[src/rtl/sar_conv_pkg.sv]
package sar_conv_pkg;
  localparam int RES_W = 10;
  localparam int IDX_W = $clog2(RES_W);

  typedef enum logic [1:0] {
    ST_IDLE   = 2'd0,
    ST_SAMPLE = 2'd1,
    ST_CMP    = 2'd2
  } convState_t;

  // strobes from the sequencer to the search datapath
  typedef struct packed {
    logic             clearAcc;
    logic             stepBit;
    logic             commit;
    logic             cmpPhase;
    logic [IDX_W-1:0] bitIdx;
  } dpStrobe_t;
endpackage

[src/rtl/sar_conv_seq.sv]
module sar_conv_seq
  import sar_conv_pkg::*;
#(
  parameter int ADDR_W    = 8,
  parameter int DATA_W    = 8,
  parameter int CH_W      = 3,
  parameter int DONE_BIT  = 4,
  parameter logic [ADDR_W-1:0] CTRL_ADDR = 8'h34,
  parameter logic [ADDR_W-1:0] LO_ADDR   = 8'h35,
  parameter logic [ADDR_W-1:0] HI_ADDR   = 8'h36
) (
  input  logic              clk,
  input  logic              rstN,
  input  logic [ADDR_W-1:0] busAddr,
  input  logic              busWr,
  input  logic              busRd,
  input  logic [DATA_W-1:0] busWdata,
  output logic [CH_W-1:0]   chanSel,
  output logic              sampleEn,
  output logic              irq,
  output logic              doneFlag,
  output logic              hiReadFirst,
  output dpStrobe_t         strb
);
  localparam logic [IDX_W-1:0] MSB_IDX = IDX_W'(RES_W - 1);

  convState_t       stateQ;
  logic [IDX_W-1:0] bitIdxQ;
  logic             startReq;
  logic             ctrlWr;

  always_comb begin
    ctrlWr   = busWr && (busAddr == CTRL_ADDR);
    startReq = ctrlWr && !busWdata[DONE_BIT];
  end

  always_ff @(posedge clk) begin
    if (!rstN) begin
      stateQ      <= ST_IDLE;
      bitIdxQ     <= '0;
      doneFlag    <= 1'b1;
      irq         <= 1'b0;
      chanSel     <= '0;
      hiReadFirst <= 1'b0;
    end else begin
      irq <= 1'b0;
      if (ctrlWr) chanSel <= busWdata[CH_W-1:0];
      if (startReq) begin
        stateQ   <= ST_SAMPLE;
        doneFlag <= 1'b0;
        bitIdxQ  <= MSB_IDX;
      end else begin
        case (stateQ)
          ST_SAMPLE: stateQ <= ST_CMP;
          ST_CMP: begin
            if (bitIdxQ == '0) begin
              stateQ   <= ST_IDLE;
              doneFlag <= 1'b1;
              irq      <= 1'b1;
            end else begin
              bitIdxQ <= bitIdxQ - 1'b1;
            end
          end
          default: stateQ <= ST_IDLE;
        endcase
      end
      // read-order tracking; a start has priority
      if (startReq)                          hiReadFirst <= 1'b0;
      else if (busRd && busAddr == HI_ADDR)  hiReadFirst <= 1'b1;
      else if (busRd && busAddr == LO_ADDR)  hiReadFirst <= 1'b0;
    end
  end

  always_comb begin
    sampleEn      = (stateQ == ST_SAMPLE);
    strb.clearAcc = startReq;
    strb.cmpPhase = (stateQ == ST_CMP);
    strb.stepBit  = (stateQ == ST_CMP) && !startReq;
    strb.commit   = (stateQ == ST_CMP) && !startReq && (bitIdxQ == '0);
    strb.bitIdx   = bitIdxQ;
  end

  // completion request lasts one cycle
  a_r11_irq_single: assert property (@(posedge clk) disable iff (!rstN)
    irq |=> !irq);

  // request only together with a set done flag
  a_r11_irq_with_done: assert property (@(posedge clk) disable iff (!rstN)
    irq |-> doneFlag);

  // done only drops after a start write on the port
  a_r3_done_falls_on_start: assert property (@(posedge clk) disable iff (!rstN)
    $fell(doneFlag) |-> $past(busWr && busAddr == CTRL_ADDR && !busWdata[DONE_BIT]));

  // sample phase lasts one cycle and hands over to the MSB trial
  a_r3_sample_to_msb: assert property (@(posedge clk) disable iff (!rstN)
    (sampleEn && !startReq) |=> (strb.cmpPhase && strb.bitIdx == MSB_IDX));
endmodule

[src/rtl/sar_conv_dp.sv]
module sar_conv_dp
  import sar_conv_pkg::*;
#(
  parameter int ADDR_W = 8,
  parameter int DATA_W = 8,
  parameter int CH_W   = 3,
  parameter logic [ADDR_W-1:0] CTRL_ADDR = 8'h34,
  parameter logic [ADDR_W-1:0] LO_ADDR   = 8'h35,
  parameter logic [ADDR_W-1:0] HI_ADDR   = 8'h36,
  parameter int DONE_BIT = 4
) (
  input  logic              clk,
  input  logic              rstN,
  input  dpStrobe_t         strb,
  input  logic              cmpIn,
  input  logic [ADDR_W-1:0] busAddr,
  input  logic              busRd,
  input  logic [CH_W-1:0]   chanSel,
  input  logic              doneFlag,
  input  logic              hiReadFirst,
  output logic [RES_W-1:0]  dacCode,
  output logic [DATA_W-1:0] busRdata
);
  logic [RES_W-1:0]  accQ;
  logic [RES_W-1:0]  accNext;
  logic [RES_W-1:0]  trialBit;
  logic [RES_W-1:0]  resultQ;
  logic [DATA_W-1:0] ctrlByte;
  logic [DATA_W-1:0] hiByte;
  logic [DATA_W-1:0] loByte;

  always_comb begin
    accNext              = accQ;
    accNext[strb.bitIdx] = cmpIn;
    trialBit             = strb.cmpPhase ? (RES_W'(1) << strb.bitIdx) : '0;
    dacCode              = accQ | trialBit;
  end

  always_ff @(posedge clk) begin
    if (!rstN) begin
      accQ    <= '0;
      resultQ <= '0;
    end else begin
      if (strb.clearAcc)     accQ <= '0;
      else if (strb.stepBit) accQ <= accNext;
      if (strb.commit) resultQ <= accNext;
    end
  end

  always_comb begin
    ctrlByte           = '0;
    ctrlByte[CH_W-1:0] = chanSel;
    ctrlByte[DONE_BIT] = doneFlag;
    hiByte             = DATA_W'(resultQ >> DATA_W);
    loByte             = hiReadFirst ? resultQ[DATA_W-1:0]
                                     : resultQ[RES_W-1 -: DATA_W];
    busRdata = '0;
    if (busRd) begin
      if (busAddr == CTRL_ADDR)    busRdata = ctrlByte;
      else if (busAddr == HI_ADDR) busRdata = hiByte;
      else if (busAddr == LO_ADDR) busRdata = loByte;
    end
  end

  // stored result moves only on a commit strobe
  a_r10_result_hold: assert property (@(posedge clk) disable iff (!rstN)
    !strb.commit |=> $stable(resultQ));

  // the trial bit is always the only bit at or below the index in compare
  a_r4_trial_onehot: assert property (@(posedge clk) disable iff (!rstN)
    strb.cmpPhase |-> $onehot0(dacCode & ((RES_W'(2) << strb.bitIdx) - RES_W'(1))));
endmodule

[src/rtl/sar_conv_ctrl.sv]
module sar_conv_ctrl
  import sar_conv_pkg::*;
(
  input  logic         clk,
  input  logic         rstN,
  input  logic [7:0]   busAddr,
  input  logic         busWr,
  input  logic         busRd,
  input  logic [7:0]   busWdata,
  output logic [7:0]   busRdata,
  output logic [2:0]   chanSel,
  output logic [9:0]   dacCode,
  output logic         sampleEn,
  input  logic         cmpIn,
  output logic         irq
);
  dpStrobe_t strb;
  logic      doneFlag;
  logic      hiReadFirst;

  sar_conv_seq u_seq (
    .clk        (clk),
    .rstN       (rstN),
    .busAddr    (busAddr),
    .busWr      (busWr),
    .busRd      (busRd),
    .busWdata   (busWdata),
    .chanSel    (chanSel),
    .sampleEn   (sampleEn),
    .irq        (irq),
    .doneFlag   (doneFlag),
    .hiReadFirst(hiReadFirst),
    .strb       (strb)
  );

  sar_conv_dp u_dp (
    .clk        (clk),
    .rstN       (rstN),
    .strb       (strb),
    .cmpIn      (cmpIn),
    .busAddr    (busAddr),
    .busRd      (busRd),
    .chanSel    (chanSel),
    .doneFlag   (doneFlag),
    .hiReadFirst(hiReadFirst),
    .dacCode    (dacCode),
    .busRdata   (busRdata)
  );
endmodule

[config.mk]
export PLATFORM = sky130hd
export DESIGN_NAME = sar_conv_ctrl
export DESIGN_NICKNAME = d
export VERILOG_FILES = /design/src/rtl/sar_conv_pkg.sv /design/src/rtl/sar_conv_seq.sv /design/src/rtl/sar_conv_dp.sv /design/src/rtl/sar_conv_ctrl.sv
export SDC_FILE = /design/constraint.sdc
export NUM_CORES = 1
export LEC_CHECK = 0
export ABC_AREA = 1
export BUFFER_PORTS_ARGS = -buffer_cell sky130_fd_sc_hd__buf_2
export CORE_MARGIN = 4
export CORE_UTILIZATION = 35
export CTS_CLUSTER_DIAMETER = 30
export DETAILED_ROUTE_END_ITERATION = 7
export PLACE_DENSITY_LB_ADDON = 0.3
export SLEW_MARGIN = 5
export SYNTH_ARGS = -nofsm -noshare
export SYNTH_HDL_FRONTEND = slang
export SYNTH_SLANG_ARGS = --single-unit
[constraint.sdc]
create_clock -name clk -period 4.32 [get_ports clk]
set_clock_uncertainty 0.2 [all_clocks]
set_input_delay 0.864 -clock clk [delete_from_list [all_inputs] [get_ports clk]]
set_output_delay 0.864 -clock clk [all_outputs]
set_load 0.005 [all_outputs]
==> results.py, run 1 <==
metrics = {
    "outcome": {
        "status": "finished, final reports clean",
    },
    "die": {
        "core_um2": 4848,
        "design.die.area_um2": 6328,
        "die_w_um": 79.55,
        "io_pins": 44,
        "rows": 25,
        "start_util_pct": 36.95,
        "die_h_um": 79.55,
    },
    "critical_path": {
        "endpoint_kind": "output port",
        "crit_top_cell": "buf_2",
        "startpoint_type": "input port",
        "ff2ff_setup_slack_ns": 2.25,
        "ff2ff_path_depth": 6,
        "arrival_ns": 1.99,
        "path_delay_family": "simple AND/OR/NAND/NOR gates",
        "reg2reg_to": "u_seq.bitIdxQ[1]",
        "cpPeakStageDelay_ns": 0.28,
        "worstPathBufferInverterCount": 3,
        "crit_path_top_delay_cell": "nor3_1",
        "critPathKind": "in -> out",
        "crit_fanout": 5,
        "r2r-start": "u_seq.stateQ[0]",
        "cp.required_ns": 3.26,
        "cp_cell_sequence": "buf_2, inv_1, nand2_1, nor3_1, nand3_1, a211oi_1, buf_2",
    },
    "detailed_routing": {
        "vias": 1675,
        "drcViolationCount": 0,
        "wl_met1_um": 2126,
        "dr.max_layer_used": "met4",
        "met3_length_um": 233,
        "first_iter_violations": 49,
        "detail-route-antenna-nets": 0,
        "dr.pass1.iters": 4,
        "via_per_inst": 4.627,
        "route.met2.wl_um": 1787,
        "routed_wl_um": 4242,
        "wire_per_inst_um": 11.72,
    },
    "finish": {
        "layoutNonFillerInstCount": 362,
        "drive_gt1_share_pct": 21.02,
        "layout.nets": 320,
        "fillCellCount": 527,
        "area_delta_synth_final_pct": 18.09,
        "n_antenna_cell": 0,
    },
    "min_path": {
        "hold_end": "u_dp.accQ[0]",
        "hold_path_depth": 2,
        "hold_class": "reg -> reg",
        "hp-start": "u_dp.accQ[0]",
    },
    "power_and_ir_drop": {
        "leakage_nw": 0.9573,
        "ir_worst_vdd_v": 0.0001713,
        "power_density_nw_per_um2": 265.1,
    },
    "timing": {
        "holdWs_ns": 0.2625,
        "max_freq_mhz": 327.6,
        "hold_viol": 0,
        "rsz0062_at_grt": "false",
        "setup_tns_ns": 0,
        "fin_crit_ns": 3.053,
        "final_min_period_over_clock_period_pct": 70.66,
        "tightest_slew_ns": 0.5104,
        "finalWorstSetupSlack_ns": 1.267,
        "relSlewSlack_pct": 65.89,
        "setup_violations": 0,
        "maxSlewViolCount": 0,
    },
    "yosys": {
        "ys_seq_elements": 32,
        "yosys.area_share.simple_pct": 34.64,
        "synth-edff-count": 0,
        "yosysTopAreaCell": "dfxtp_1",
        "synth_compound_area_share_pct": 16.20,
        "syn_inst": 255,
        "syn-cell-area_um2": 1792,
        "async_flop_share_pct": 0,
        "synth_mux_area_share_pct": 0.6285,
        "synth_top_family_by_area": "simple AND/OR/NAND/NOR gates",
        "yosysWarningCount": 0,
        "synth_xor_xnor_area_share_pct": 0.9777,
        "synth_ff_type": "dfxtp_1",
        "ys_seq_area_share_pct": 35.75,
        "synth_nets": 281,
        "synth-adder-area-share_pct": 3.492,
        "avgSynthCellArea_um2": 7.026,
        "ys_types": 28,
        "synth_top_area_share_pct": 35.75,
        "synth.area.top_cells": "dfxtp_1 36%, nand2_1 14%, nand3_1 7.5%, inv_1 5.7%, a21oi_1 5.3%",
    },
    "cts": {
        "cts_buffers": 5,
        "cts_sinks": 32,
        "cts_root_buffer": "clkbuf_8",
        "htreeDepth": 2,
        "clk_pin_slew_ns": 0.07,
        "postCtsHoldBufs": 0,
        "clockBufferDepth": 2,
        "tritoncts": "done",
        "ctsResizeCount": 0,
        "worstSkewPairLatency_ns": 0.29,
        "postCtsSetupRepairBufs": 0,
    },
    "placement": {
        "place_inst": 354,
        "routabilityCongestion": 0.7687,
        "post-place-ws_ns": 1.281,
        "portBuffers": 39,
        "dp_hpwl_um": 3199,
    },
    "global_routing": {
        "grt_overflow": 0,
        "grt_pass1_vias": 1650,
        "grt_pass1_wl_um": 7362,
        "antenna_found_initial": 0,
        "grt_max_degree": 17,
        "grtUsageTotal_pct": 14.92,
    },
    "flow_run": {
        "maxCapViolCount": 0,
    },
}
==> synthesized netlist by cell type, drive strengths merged, types with 3 or more instances <==
master	number
o21bai	8
nor2	22
a21oi	20
dfxtp	32
ha	5
buf	5
o21ai	18
nand3	28
nand2	74
inv	27
a211oi	3
==> metrics by stage <==
stage                     power [mW]  area (um2)  utilization [%]
after floorplan               0.3147        1792                -
after global placement        0.3262        2023            41.73
after CTS                     0.5715        2116            43.64
after global routing          0.5853        2116            43.64
final                         0.5610        2116            43.64
after detailed placement      0.3264        2023            41.73
==> placed cells by master, fill, tap and decap left out, types with 2 or more instances in the layout <==
master    netlist  routed
nor2_4          2       2
nor2_8          2       2
nand3_1        27      27
nor2_1         18      18
o21ai_0        18      18
nand2_2         4       4
nand2_1        68      68
dfxtp_1        32      32
xor2_1          2       2
ha_1            5       5
inv_1          27      27
or2_2           2       2
nor3_1          2       2
a211oi_1        3       3
a21oi_1        19      19
clkbuf_8        0       6
o21bai_1        8       8
clkinv_2        0       2
buf_2           2      39
nand2_4         2       2
==> routing by layer <==
layer	GRT usage, %	vias up
met5	0	-
met4	7.388	0
met3	4.853	10
met2	22.12	37
met1	19.28	723
li1	-	905
==> registers in the layout, summed over array words and instances, names as in the netlist <==
register / count
u_seq.chanSel: 3
u_seq.hiReadFirst: 1
u_dp.resultQ: 10
u_seq.irq: 1
u_seq.doneFlag: 1
u_dp.accQ: 10
u_seq.stateQ: 2
u_seq.bitIdxQ: 4
==> cell type report <==
class | instances | area, um2 | area share (%)
clock inverter | 2 | 10.01 | 0.4731
timing repair buffer | 39 | 195.2 | 9.225
clock buffer | 6 | 82.58 | 3.903
sequential | 32 | 640.6 | 30.28
tap | 67 | 83.83 | 3.962
inverter | 27 | 101.3 | 4.790
multi-input combinational | 189 | 1002 | 47.37
==> worst min-delay path, stage by stage (launching register included) <==
cell and delay, ns:
dfxtp_1 0.31, nand2_1 0.06, a21oi_1 0.05
==> power by group <==
group,switching (mW),internal [mW]
Clock,0.115,0.127
Sequential,0.000151,0.295
Combinational,0.0160,0.00821
Total,0.131,0.430
==> cells by family after synthesis <==
| family | after synthesis |
|---|---|
| fa+ha+maj | 5 |
| xor+xnor | 2 |
| flops | 32 |
| compound gates | 51 |
| mux | 1 |
| simple gates | 130 |
| buf+inv | 34 |
==> worst max path at each step <==
stage | start | endpoint | slack (ns) | depth (start not counted)
detailed placement | busAddr[3] | busRdata[7] | 1.28 | 7
finish | busAddr[3] | busRdata[7] | 1.27 | 7
global route | busAddr[3] | busRdata[7] | 1.09 | 7
CTS | busAddr[3] | busRdata[7] | 1.28 | 7
global placement | busAddr[3] | busRdata[6] | 1.31 | 7
floorplan | busAddr[7] | busRdata[3] | 1.64 | 5
(Power assumes the default switching activity.)
==> inputs of run 2 (changes only) <==
clock period = 2.45 ns   (was 4.32 ns; I/O delays follow)
==> run 2 against run 1 <==
  * Cell area increased by 1.7%
  * Critical path depth fell by 1
  * Clock-buffer cell count decreased by 1
  * Clock power up 110%
  * Total power grew 91%
  * Die area is the same
  * Wire length fell by 1.8%
  * Sequential share of layout area shrank 0.43 points
==> results.py, run 2 (same netlist as run 1, synthesis figures left out) <==
metrics = {
    "timing": {
        "setup_tns_ns": 0,
        "finalWorstSetupSlack_ns": 0.1426,
        "tightest_slew_ns": 0.4266,
        "setup_violations": 0,
        "fin_crit_ns": 2.307,
        "relSlewSlack_pct": 71.52,
        "rsz0062_at_grt": "false",
        "final_min_period_over_clock_period_pct": 94.18,
        "max_freq_mhz": 433.4,
        "maxSlewViolCount": 0,
        "hold_viol": 0,
    },
    "finish": {
        "drive_gt1_share_pct": 21.89,
        "multi_input_area_um2": 1002,
        "largestRegisters": "u_dp.accQ x10, u_dp.resultQ x10, u_seq.bitIdxQ x4",
        "area_delta_synth_final_pct": 20.04,
        "utilization_pct": 44.36,
        "seq_area_um2": 641.9,
        "layout.nets": 322,
        "n_antenna_cell": 0,
        "final_common_cell": "nand2_1",
        "mostFrequentLayoutCells": "68 x nand2_1, 39 x buf_2, 31 x dfxtp_1",
        "layoutNonFillerInstCount": 364,
        "fillCellCount": 522,
        "stdcell_area_um2": 2151,
    },
    "global_routing": {
        "antenna_found_initial": 0,
        "met2_usage_pct": 22.29,
        "grt_max_degree": 17,
        "grt_pass1_wl_um": 7134,
        "met1_usage_pct": 19.00,
        "use_met3_pct": 3.160,
        "grt_overflow": 0,
        "grt-busiest-layer": "met2",
        "grt_pass1_vias": 1597,
        "grtUsageTotal_pct": 14.28,
    },
    "cts": {
        "tritoncts": "done",
        "htreeDepth": 2,
        "clockBufferDepth": 2,
        "cts_buffers": 5,
        "clk_pin_slew_ns": 0.07,
        "cts_sinks": 32,
        "worstSkewPairLatency_ns": 0.28,
        "cts_root_buffer": "clkbuf_8",
    },
    "detailed_routing": {
        "first_iter_violations": 97,
        "drcViolationCount": 0,
        "dr.pass1.iters": 4,
        "via_per_inst": 4.591,
        "vias": 1671,
        "wire_per_inst_um": 11.44,
        "detail-route-antenna-nets": 0,
        "routed_wl_um": 4164,
    },
    "placement": {
        "dp_hpwl_um": 3222,
        "portBuffers": 39,
        "place_inst": 356,
        "placed_area_um2": 2038,
        "post-place-ws_ns": 0.1971,
        "routabilityCongestion": 0.7519,
    },
    "die": {
        "start_util_pct": 36.95,
        "io_pins": 44,
        "die_w_um": 79.55,
        "die_h_um": 79.55,
        "core_um2": 4848,
        "rows": 25,
        "design.die.area_um2": 6328,
    },
    "critical_path": {
        "critPathKind": "reg -> out",
        "crit_path_top_delay_cell": "dfxtp_1",
        "cpPeakStageDelay_ns": 0.40,
        "crit_fanout": 6,
        "cp_cell_sequence": "inv_1, ha_1, nand2_2, nor2_4, or2_2, buf_2",
        "ff2ff_path_depth": 6,
        "startpoint_type": "flip-flop",
        "cp.required_ns": 1.76,
        "arrival_ns": 1.62,
        "endpoint_kind": "output port",
    },
    "min_path": {
        "hold_class": "reg -> reg",
        "hold_path_depth": 2,
    },
    "power_and_ir_drop": {
        "leakage_nw": 0.9706,
        "power_density_nw_per_um2": 499.5,
        "ir_worst_vdd_v": 0.0003126,
    },
    "outcome": {
        "status": "finished, final reports clean",
    },
    "flow_run": {
        "maxCapViolCount": 0,
    },
}
[run 2: metrics by stage]
stage	power [mW]	hold WS [ns]
floorplan	0.5549	0.2259
global placement	0.5749	0.2429
detailed placement	0.5750	0.2417
CTS	1.085	0.2582
global route	1.116	0.2823
finish	1.074	0.2558
[run 2: worst max-delay path: cells and delay by family, from the launching register on]
kind                       cells  cell delay, ns
buffers and inverters          2            0.23
DFF                            1            0.40
adders and majority gates      1            0.23
and+or+nand+nor                3            0.48
[run 2: metal layers]
layer	routed length, um	vias to the layer above
met5	0	-
met4	51	0
met3	260	6
met2	1795	42
met1	2057	711
li1	-	912
[run 2: report_power, final]
part / switching (mW) / internal [mW] / total, mW
Clock: 0.211 / 0.301 / 0.512
Sequential: 0.000266 / 0.520 / 0.520
Combinational: 0.0278 / 0.0145 / 0.0423
[run 2: path summary, 6_finish.rpt]
check                          to        startpoint  slack, ns
hold reg to reg   u_dp.resultQ[6]   u_dp.resultQ[6]       0.26
hold / removal    u_dp.resultQ[6]   u_dp.resultQ[6]       0.26
setup reg to reg     u_dp.accQ[4]  u_seq.bitIdxQ[0]       0.69
setup / recovery       dacCode[0]  u_seq.bitIdxQ[1]       0.14
[run 2: area by class of cell]
cell class	count	share of cell area, %
Inverter	27	4.712
Clock inverter	3	1.978
Clock buffer	5	3.200
Tap cell	67	3.898
Timing Repair Buffer	41	9.773
Sequential cell	32	29.84
Multi-Input combinational cell	189	46.60
[run 2: repair_timing]
item,in CTS,in global routing
setup buffers,0,0
gates resized for setup,0,1
hold buffers,0,0
endpoints found under the setup margin,0,1
